### src/rtl/sar_pkg.sv
package sar_pkg;
  typedef enum logic [1:0] {
    ST_IDLE = 2'd0,
    ST_ARM  = 2'd1,
    ST_STEP = 2'd2,
    ST_HOLD = 2'd3
  } sar_state_e;

  localparam int CTL_ON  = 0;
  localparam int CTL_GO  = 1;
  localparam int CTL_FMT = 2;
  localparam int CTL_IRQ = 3;

  localparam logic [1:0] SEL_CTRL = 2'd0;
  localparam logic [1:0] SEL_HI   = 2'd1;
  localparam logic [1:0] SEL_LO   = 2'd2;
endpackage

### src/rtl/sar_justify.sv
module sar_justify #(
  parameter int RES_W  = 10,
  parameter int PAIR_W = 16
) (
  input  logic [RES_W-1:0]  res,
  input  logic              right_fmt,
  output logic [PAIR_W-1:0] pair
);
  localparam int PAD_W = PAIR_W - RES_W;

  logic [PAIR_W-1:0] right_v;
  logic [PAIR_W-1:0] left_v;

  generate
    if (PAD_W > 0) begin : g_pad
      assign right_v = {{PAD_W{1'b0}}, res};
      assign left_v  = {res, {PAD_W{1'b0}}};
    end else begin : g_nopad
      assign right_v = res;
      assign left_v  = res;
    end
  endgenerate

  assign pair = right_fmt ? right_v : left_v;
endmodule

### src/rtl/sar_core.sv
module sar_core #(
  parameter int RES_W = 10
) (
  input  logic             clk,
  input  logic             rst_n,
  input  logic             arm_fire,
  input  logic             step_fire,
  input  logic             cmp_hi,
  output logic [RES_W-1:0] code,
  output logic [RES_W-1:0] decided,
  output logic             last_bit
);
  localparam logic [RES_W-1:0] MSB_ONLY = {1'b1, {(RES_W-1){1'b0}}};

  logic [RES_W-1:0] mask;

  // Keep the trial bit when the input is at or above the trial code.
  assign decided  = cmp_hi ? code : (code & ~mask);
  assign last_bit = mask[0];

  always_ff @(posedge clk or negedge rst_n) begin
    if (!rst_n) begin
      code <= '0;
      mask <= '0;
    end else if (arm_fire) begin
      code <= MSB_ONLY;
      mask <= MSB_ONLY;
    end else if (step_fire) begin
      if (mask[0]) begin
        code <= decided;
        mask <= '0;
      end else begin
        code <= decided | (mask >> 1);
        mask <= mask >> 1;
      end
    end
  end
endmodule

### src/rtl/sar_fsm.sv
module sar_fsm
  import sar_pkg::*;
#(
  parameter int HOLD_PERIODS = 2
) (
  input  logic       clk,
  input  logic       rst_n,
  input  logic       conv_en,
  input  logic       start_req,
  input  logic       abort_req,
  input  logic       last_bit,
  output sar_state_e state,
  output logic       arm_fire,
  output logic       step_fire,
  output logic       done
);
  localparam int HC_W = (HOLD_PERIODS > 1) ? $clog2(HOLD_PERIODS) : 1;
  localparam logic [HC_W-1:0] HOLD_LAST = HC_W'(HOLD_PERIODS - 1);

  logic [HC_W-1:0] hold_cnt;

  assign arm_fire  = (state == ST_ARM)  && conv_en && !abort_req;
  assign step_fire = (state == ST_STEP) && conv_en && !abort_req;
  assign done      = step_fire && last_bit;

  always_ff @(posedge clk or negedge rst_n) begin
    if (!rst_n) begin
      state    <= ST_IDLE;
      hold_cnt <= '0;
    end else begin
      unique case (state)
        ST_IDLE: if (start_req) state <= ST_ARM;
        ST_ARM: begin
          if (abort_req) begin
            state    <= ST_HOLD;
            hold_cnt <= '0;
          end else if (conv_en) begin
            state <= ST_STEP;
          end
        end
        ST_STEP: begin
          if (abort_req) begin
            state    <= ST_HOLD;
            hold_cnt <= '0;
          end else if (done) begin
            state <= ST_IDLE;
          end
        end
        ST_HOLD: begin
          if (conv_en) begin
            if (hold_cnt == HOLD_LAST) state <= ST_IDLE;
            else hold_cnt <= hold_cnt + 1'b1;
          end
        end
        default: state <= ST_IDLE;
      endcase
    end
  end
endmodule

### src/rtl/sar_seq_top.sv
module sar_seq_top
  import sar_pkg::*;
#(
  parameter int RES_W        = 10,
  parameter int BYTE_W       = 8,
  parameter int HOLD_PERIODS = 2
) (
  input  logic                clk,
  input  logic                rst_n,
  input  logic                conv_en,
  input  logic                wr_en,
  input  logic [1:0]          wr_sel,
  input  logic [BYTE_W-1:0]   wr_data,
  input  logic                cmp_hi,
  output logic [BYTE_W-1:0]   ctrl_q,
  output logic [2*BYTE_W-1:0] res_q,
  output logic [RES_W-1:0]    dac_code,
  output logic                sample_on,
  output logic                irq
);
  localparam int PAIR_W = 2 * BYTE_W;

  sar_state_e        state;
  logic              on_q, fmt_q, irq_q, go_w;
  logic              ctrl_wr, start_req, abort_req;
  logic              arm_fire, step_fire, done_w, last_bit;
  logic [RES_W-1:0]  decided;
  logic [PAIR_W-1:0] pair_new, pair_q;

  assign go_w    = (state == ST_ARM) || (state == ST_STEP);
  assign ctrl_wr = wr_en && (wr_sel == SEL_CTRL);

  // Go is honoured only when enable was already set and the sequencer is idle.
  assign start_req = ctrl_wr && wr_data[CTL_GO] && wr_data[CTL_ON] && on_q
                     && (state == ST_IDLE);
  assign abort_req = ctrl_wr && go_w && (!wr_data[CTL_GO] || !wr_data[CTL_ON]);

  sar_fsm #(.HOLD_PERIODS(HOLD_PERIODS)) u_fsm (
    .clk(clk), .rst_n(rst_n), .conv_en(conv_en),
    .start_req(start_req), .abort_req(abort_req), .last_bit(last_bit),
    .state(state), .arm_fire(arm_fire), .step_fire(step_fire), .done(done_w)
  );

  sar_core #(.RES_W(RES_W)) u_core (
    .clk(clk), .rst_n(rst_n), .arm_fire(arm_fire), .step_fire(step_fire),
    .cmp_hi(cmp_hi), .code(dac_code), .decided(decided), .last_bit(last_bit)
  );

  sar_justify #(.RES_W(RES_W), .PAIR_W(PAIR_W)) u_just (
    .res(decided), .right_fmt(fmt_q), .pair(pair_new)
  );

  always_ff @(posedge clk or negedge rst_n) begin
    if (!rst_n) begin
      on_q  <= 1'b0;
      fmt_q <= 1'b0;
      irq_q <= 1'b0;
    end else begin
      if (ctrl_wr) begin
        on_q  <= wr_data[CTL_ON];
        fmt_q <= wr_data[CTL_FMT];
      end
      if (done_w) irq_q <= 1'b1;
      else if (ctrl_wr) irq_q <= wr_data[CTL_IRQ];
    end
  end

  always_ff @(posedge clk or negedge rst_n) begin
    if (!rst_n) begin
      pair_q <= '0;
    end else if (done_w) begin
      pair_q <= pair_new;
    end else if (wr_en && !on_q) begin
      if (wr_sel == SEL_HI) pair_q[PAIR_W-1:BYTE_W] <= wr_data;
      else if (wr_sel == SEL_LO) pair_q[BYTE_W-1:0] <= wr_data;
    end
  end

  always_comb begin
    ctrl_q          = '0;
    ctrl_q[CTL_ON]  = on_q;
    ctrl_q[CTL_GO]  = go_w;
    ctrl_q[CTL_FMT] = fmt_q;
    ctrl_q[CTL_IRQ] = irq_q;
  end

  assign res_q     = pair_q;
  assign irq       = irq_q;
  assign sample_on = !go_w;
endmodule

### config.mk
export PLATFORM = sky130hd
export DESIGN_NAME = sar_seq_top
export DESIGN_NICKNAME = d
export VERILOG_FILES = /design/src/rtl/sar_pkg.sv /design/src/rtl/sar_justify.sv /design/src/rtl/sar_core.sv /design/src/rtl/sar_fsm.sv /design/src/rtl/sar_seq_top.sv
export SDC_FILE = /design/constraint.sdc
export NUM_CORES = 1
export LEC_CHECK = 0
export BUFFER_PORTS_ARGS = -buffer_cell sky130_fd_sc_hd__buf_4
export CAP_MARGIN = 40
export CORE_MARGIN = 2
export CORE_UTILIZATION = 35
export CTS_BUF_LIST = sky130_fd_sc_hd__clkbuf_2 sky130_fd_sc_hd__clkbuf_4 sky130_fd_sc_hd__clkbuf_8
export CTS_CLUSTER_SIZE = 25
export DETAILED_ROUTE_END_ITERATION = 10
export PLACE_DENSITY = 0.52
export SLEW_MARGIN = 20
export SYNTH_ARGS = -nofsm -noshare
export SYNTH_HDL_FRONTEND = slang
export SYNTH_HIERARCHICAL = 1
export SYNTH_SLANG_ARGS = --single-unit
### constraint.sdc
create_clock -name clk -period 3.4 [get_ports clk]
set_clock_uncertainty 0.05 [all_clocks]
set_input_delay 0 -clock clk [delete_from_list [all_inputs] [get_ports clk]]
set_output_delay 0 -clock clk [all_outputs]
set_load 0.05 [all_outputs]
==> results of run 1 <==
[worst reg2reg max path, stage by stage (launching register included)]
cell                      delay [ps]
sky130_fd_sc_hd__dfrtp_1         430
sky130_fd_sc_hd__inv_1            70
sky130_fd_sc_hd__ha_1            320
sky130_fd_sc_hd__and3_1          210
sky130_fd_sc_hd__inv_2            90
sky130_fd_sc_hd__and3_2          330
sky130_fd_sc_hd__inv_1           230
sky130_fd_sc_hd__nor3_2          440
sky130_fd_sc_hd__a32o_1          190
[repair_timing]
action                    4_1_cts  5_1_grt
hold buffers                   10        0
buffers inserted                0        0
hold endpoints to repair       62        0
[kinds of logic after synthesis]
logic type	count (synthesis)
adder cells (fa/ha/maj)	5
buffers and inverters	31
other	1
flip-flops	42
multiplexers	23
AND/OR/NAND/NOR	77
AO/OA/AOI/OAI	56
[path summary, 6_finish.rpt]
path                                  end
max                        u_core/code[5]
min in group asynchronous        res_q[6]
max in group asynchronous  u_core/mask[8]
max reg2reg                u_core/code[5]
min                                 fmt_q
min reg2reg                u_core/mask[9]
[power by group]
group          switching [mW]  total, mW  internal [mW]
Combinational           0.774       1.18          0.408
Sequential              0.129      0.772          0.642
Clock                   0.164      0.336          0.172
[routing by layer]
layer / vias to the layer above / track usage, % / part of all wire [%]
met5: - / 0 / 0
met2: 41 / 22.8 / 46
met3: 4 / 3.37 / 4.6
met4: 0 / 3.90 / 0.61
met1: 852 / 21.0 / 49
li1: 893 / - / -
[metrics by stage]
step / instances / hold WS [ps] / worst slack [ps]
after floorplan: 238 / -346 / 1420
after global placement: 342 / -22.6 / 1060
after detailed placement: 342 / -29.2 / 977
after CTS: 360 / 44.2 / 965
after global routing: 360 / 69.2 / 780
final: 360 / 51.9 / 992
[area by class of cell]
| class | count | area, sq um | area share, % |
|---|---|---|---|
| well taps | 77 | 96.3 | 3.37 |
| clock buffers | 7 | 90.1 | 3.15 |
| flip-flops and latches | 42 | 1050 | 36.8 |
| inverters | 11 | 41.3 | 1.44 |
| multi-input cells | 165 | 1120 | 39.3 |
| repair buffers | 57 | 453 | 15.8 |
| clock inverters | 1 | 5.00 | 0.175 |
[state kept, by name, summed over array words and instances, names as in the netlist]
register and flops:
u_fsm/state 2, u_core/mask 10, u_fsm/hold_cnt 1, res_q 16, fmt_q 1, on_q 1, irq 1, u_core/code 10
[cell usage after synthesis, drive strengths merged, types with 4 or more instances]
cell type / count
nor2b: 7
a21oi: 12
nand2: 40
a32o: 7
mux2i: 17
ha: 5
buf: 16
clkbuf: 4
o21ai: 17
mux2: 6
a21boi: 10
nand3b: 7
and2: 10
inv: 10
dfrtp: 42
==> run summary, run 1 <==
On the critical path, the stage with the largest delay is an instance of sky130_fd_sc_hd__dfrtp_1. The share of the synthesized area in compound gates (AO/OA/AOI/OAI) is 16.2%. The overall power of the completed layout came out at 2.29 mW. The core occupancy in the finished layout came out at about 45%.

The number of clock buffers inserted by TritonCTS is 5. The cell that appears most often on the critical path is sky130_fd_sc_hd__inv_1. The DRC violation count after routing came out at 5. The ratio of final minimum period to clock period is 70.8%. The measured slew at the worst slew-check pin came out at 565 ps. The cell family contributing the most delay on the critical path is simple AND/OR/NAND/NOR gates.

The post-synthesis instance area is 2340 sq um. In this run the horizontal extent of the chip is 85.9 um. The vias after detailed routing is about 1800. In this run the cell area measured after placement is 2660 sq um. The synthesized design contains 0 enable-type register cells.

The setup total negative slack came out at 0 ps. The top cell types in the final layout, fill and taps aside, are sky130_fd_sc_hd__buf_4 (47), sky130_fd_sc_hd__dfrtp_1 (42), sky130_fd_sc_hd__nand2_1 (39). In the synthesized netlist the dominant register cell turns out to be sky130_fd_sc_hd__dfrtp_1. The static power due to leakage is approximately 1.3 nW. The row count came out at 29. The count of maximum capacitance violations came out at 0.

The total count of max-transition violations in the final report came out at 0. The worst register-to-register path has a setup slack of approximately 990 ps. The checks that failed: design-rule violations. The share of the synthesized area in the top cell type is 44.8%.

The simple-gate share of the synthesized area came out at 17.6%. The relative area change from synthesis to final layout is 21.9%. After synthesis, the largest family of logic cells by area is simple AND/OR/NAND/NOR gates. The average via count per standard cell is a little under 5.

The clock drives 42 sinks. The startpoint identified for the worst hold timing path is wr_sel[0]. At the end of routability-driven placement, the weighted congestion stood at 0.757.

The clock tree root buffer cell is sky130_fd_sc_hd__clkbuf_8. The tightest slew margin relative to the limit is 62.3%. Detailed placement finished with a half-perimeter wire length of 3.76 mm. Counting cells, the worst reg-to-reg path comes to 8. The total power density per cell area came out at 801 nW/um^2. The repair_antennas step left the layout with diodes totalling 0. The most critical setup path has its startpoint at u_fsm/state[0].

The run finished, with violations left. After synthesis, the mean cell area works out to 9.98 sq um. The number of global-route vias before repair came out at 1729. The tightest min-delay check is of the input port to register type. The setup path with the least slack is of type register to register. The ratio of cells with drive above 1 in the final layout is 24.0%. The CTS clock-pin slew for the worst setup and hold paths came out at 80 ps. The required arrival time at the worst endpoint is between 3000 and 4000 ps. After layout, the minimum clock period comes to 2410 ps. At the later pin of the worst-skew pair, clock insertion delay measures 290 ps. The post-layout net count came out at 302. The maximum number of pins on one net before global-route repair came out at 43. TritonCTS built the clock tree. The critical path goes through inv_1, ha_1, and3_1, inv_2, and3_2, inv_1, nor3_2, a32o_1. In this run the deepest clock path goes through 2 buffers.

The first global-routing pass estimated 8.52 mm of wire. The critical path data arrival time came out at 2590 ps. Of all nets on the critical path, the largest fanout is 14. The floorplan step defined a core boundary enclosing 6420 sq um. The sequential share of the synthesized area came out at between 40% and 50%. Summed over all layers, the routed wires come to 5.21 mm.

The first detailed-routing pass took 9 iterations. The critical path startpoint category is a register. Global routing finished with a remaining overflow of 0.

The global router's overall resource usage came out at 14.8%. After filler insertion, the fill cell instance count of the layout stands at 639. The parity-gate share of the synthesized area counting xor and xnor cells is 0%. The count of endpoints failing hold in the final timing report came out at 0.

The cell depth of the worst setup path came out at 8. The number of antenna violations at the first check in global routing is 0. Setup violations remaining at the end of the flow were counted as 0. The reg-to-reg startpoint is u_fsm/state[0]. The synthesized design spends more area on one cell type than any other, namely sky130_fd_sc_hd__dfrtp_1.

The Yosys step of the flow raised 6 warnings. By area the synthesized netlist is led by sky130_fd_sc_hd__dfrtp_1 (45%), sky130_fd_sc_hd__mux2i_1 (7.3%), sky130_fd_sc_hd__nand2_1 (6.2%), sky130_fd_sc_hd__o21ai_1 (3.4%), sky130_fd_sc_hd__a21boi_0 (3.2%). The count of cells along the worst hold path is 3. The largest vdd supply drop is around 0.00022 V.

The initial standard-cell utilization of the core came out at approximately 37%. Leaving out fill and tap cells, the most frequent cell in the layout is sky130_fd_sc_hd__buf_4. Of the post-synthesis cell area, the part taken by muxes is 10.8%. The number of levels the H-tree was split into came out at 2. The first-iteration detailed-routing DRC count came out at 67. In this run the tool buffered the top-level ports with 46 buffer cells.

The worst setup path is captured at a register. The flip-flop and latch count after synthesis came out at 42. The largest single stage delay on the critical path is 430 ps.

The floorplan step set the die height to 85.9 um. The number of top-level pins came out at 51. In the final routed layout, each cell accounts on average for ~14 um. The area enclosed by the die boundary is ~7400 sq um. Setup repair after global routing left no endpoint under its margin. The fraction of the mapped netlist area in adder cells came out at 2.67%.

The top achievable clock speed is 415 MHz. The async set-reset flop share out of synthesis is 100%. The count of cells resized by post-cts repair came out at 0. The finished cells cover 2860 sq um.

Once detail routing completed, the nets flagged for antenna violations numbered 0. The number of unique standard cell types used by synthesis came out at 41. The synthesized netlist cell count came out at 235.

The buffers plus inverters on the worst setup path came out at 3.
Note: power is estimated with default switching activity, not from simulation.
==> run 2, diff against run 1 <==
--- a/config.mk
+++ b/config.mk
@@ -12,7 +12,7 @@
 export CTS_BUF_LIST = sky130_fd_sc_hd__clkbuf_2 sky130_fd_sc_hd__clkbuf_4 sky130_fd_sc_hd__clkbuf_8
 export CTS_CLUSTER_SIZE = 25
 export DETAILED_ROUTE_END_ITERATION = 10
-export PLACE_DENSITY = 0.52
+export PLACE_DENSITY = 0.55
 export SLEW_MARGIN = 20
 export SYNTH_ARGS = -nofsm -noshare
 export SYNTH_HDL_FRONTEND = slang
==> constraint.sdc (replaced) <==
create_clock -name clk -period 2 [get_ports clk]
set_clock_uncertainty 0.05 [all_clocks]
set_input_delay 0 -clock clk [delete_from_list [all_inputs] [get_ports clk]]
set_output_delay 0 -clock clk [all_outputs]
set_load 0.05 [all_outputs]
==> run 2 against run 1 <==
Effect of this change:
- the run still ends with design-rule violations left
- maximum frequency increased by 29%
- count of clock-buffer cells in the layout decreased by 2
- first-iteration DRC count increased by 1.5%
- design area increased by 5.0%
- worst hold slack improved by 47 ps
- register-to-register slack got worse by 860 ps
- total power increased by 76%
- global-route usage increased by 0.65 points
- via count increased by 4.1%
- largest cell class unchanged
==> run summary, run 2 (synthesized netlist as in run 1, its figures left out) <==
The flow ran to the end, but the final reports show violations. The checks that failed: design-rule violations. The count of buffers added on input and output ports is 46. The number of instances in the placed design came out at 358. In this run the count of I/O pins placed on the die edge is 51. The wire length reported by the detailed router is 5.30 mm. Setup total negative slack on the finished layout was measured at 0 ps. The count of cells in the finished layout, fillers not included, comes to 376. The placeable core area came out at 6420 sq um.

The static power due to leakage came out at 1.33 nW. The number of global-route vias before repair came out at 1792. The flip-flop count of the largest register after layout came out at 16. The average detailed-routed wire length per instance came out at ~14 um.

The global router's overall resource usage is 15.4%. The required arrival time at the worst endpoint came out at 2150 ps. The number of levels the H-tree was split into is 2.

The relative area change from synthesis to final layout is 28.0%. The total count of max-transition violations in the final report came to 0. TritonCTS built the clock tree. The count of endpoints failing hold in the final timing report came to 0. The insertion delay to the later sink of the worst-skew pair is 300 ps. STA classifies the critical path startpoint as a register. The peak fanout along the critical path came out at 26. The library cell used most frequently in the layout, excluding fill and tap cells, is sky130_fd_sc_hd__buf_4.

The DRC violation count after routing came out at 3. The instance area at placement is 2800 sq um. The type of the setup path with the least slack is register to register.

The initial standard-cell utilization of the core came out at 36.5%. The tightest hold path in the finished design has a slack of slightly below 100 ps. The total congestion overflow after global routing came out at 0.

The largest vdd supply drop is 0.000554 V. The ratio of final minimum period to clock period came out at 93.5%. Clock tree synthesis found a total of 42 sinks. The total power density per cell area is 1340 nW/um^2. Summing all non-filler instances in the final layout gives an area of 3000 sq um. The row count came out at 29.

The final HPWL from detailed placement came out at approximately 4.0 mm. The library cells used most frequently in the layout, excluding fill and tap cells, are sky130_fd_sc_hd__buf_4 (62), sky130_fd_sc_hd__dfrtp_1 (42), sky130_fd_sc_hd__nand2_1 (39). At the placement stage, the worst setup path has a slack of -1.91 ps. The first-iteration detailed-routing DRC count is 68. The number of iterations in the first detailed-routing pass came out at 9.

The root buffer cell chosen for the clock tree is sky130_fd_sc_hd__clkbuf_8. The CTS clock-pin slew for the worst setup and hold paths came out at 90 ps. In this run the horizontal extent of the chip is 85.9 um.

The number of nets still failing antenna checks after routing is 0. The ratio of cells with drive above 1 in the final layout came out at 29.4%. The routability-driven placement congestion ratio is around 0.82. The uppermost metal layer occupied by signal nets is met4. The setup slack after layout is 130 ps. The global-route wire length before repair came out at 8.90 mm. Setup repair after global routing left no endpoint under its margin. The maximum number of pins on one net before global-route repair came out at 43. The routed length on met2 came out at 2.42 mm. The vias after detailed routing came out at 1863.

The number of setup buffers added after CTS came out at 0. The count of maximum capacitance violations is 0. The y dimension of the die came out at 85.9 um. The top achievable clock speed is 535 MHz.

Clock tree synthesis inserted a total of 5 buffers. The post-layout net count came out at 318. The overall power of the completed layout came out at slightly above 4 mW. Setup violations remaining at the end of the flow were counted as 0.

The average via count per standard cell came out at 4.95. The measured slew at the worst slew-check pin came out at 554 ps. Data on the critical path arrives at its endpoint at 2020 ps. The area enclosed by the die boundary came out at 7370 sq um. The routed design uses between 200 and 300 um of met3 wire.

The time the worst path needs with I/O delays and setup is 1870 ps. Measured against its own limit, the worst slew margin works out to approximately 63%. The wire length on met1 came out at around 2.6 mm.

The largest buffer count on any clock path came out at 2. The number of antenna violations at the first check in global routing is 0. Once layout is complete, the utilization of the core stands at between 40% and 50%. STA classifies the critical path endpoint as a register. 0 antenna diodes ended up in the layout. The path category of the worst min-delay check is input port to register.
==> run 2: cell type report <==
cell class | instances | area [sq um]
Fill cell | 633 | 3420
Multi-Input combinational cell | 165 | 1140
Sequential cell | 42 | 1050
Timing Repair Buffer | 73 | 586
Tap cell | 77 | 96.3
Clock buffer | 5 | 68.8
Inverter | 11 | 41.3
Clock inverter | 3 | 21.3
==> run 2: final timing paths <==
check	startpoint	to	slack [ps]	depth (start not counted)
worst max-delay path	u_fsm/state[1]	res_q[15]	130	9
worst min-delay path	cmp_hi	u_core/code[0]	100	3
worst max register to register	u_fsm/state[1]	res_q[15]	130	9
worst min register to register	u_core/code[9]	u_core/code[9]	490	1
max in group asynchronous	rst_n	u_fsm/hold_cnt	1360	2
min in group asynchronous	rst_n	res_q[4]	170	2
==> run 2: report_power, final <==
group	internal [mW]	switching (mW)	total, mW	leakage (nW)
Clock	0.245	0.312	0.557	0.0441
Sequential	1.09	0.199	1.29	0.525
Combinational	0.811	1.37	2.18	0.765
==> run 2: critical path: stages (launching register included) <==
cell                      delay [ps]
sky130_fd_sc_hd__dfrtp_1         360
sky130_fd_sc_hd__inv_1            50
sky130_fd_sc_hd__ha_1            280
sky130_fd_sc_hd__and3_4          190
sky130_fd_sc_hd__inv_2            50
sky130_fd_sc_hd__and3_2          210
sky130_fd_sc_hd__and2_2          260
sky130_fd_sc_hd__buf_12          170
sky130_fd_sc_hd__nand2_1          70
sky130_fd_sc_hd__o21ai_1          60
==> run 2: layer usage <==
layer  track usage [%]  vias to the layer above
li1                  -                      929
met1              21.5                      882
met2              23.7                       50
met3              4.81                        2
met4              3.46                        0
met5                 0                        -
==> run 2: what timing repair did <==
action	CTS	global route
pin swaps	0	2
resized for setup	1	5
endpoints found under the hold margin	62	0
hold buffers	10	0
endpoints found under the setup margin	7	23
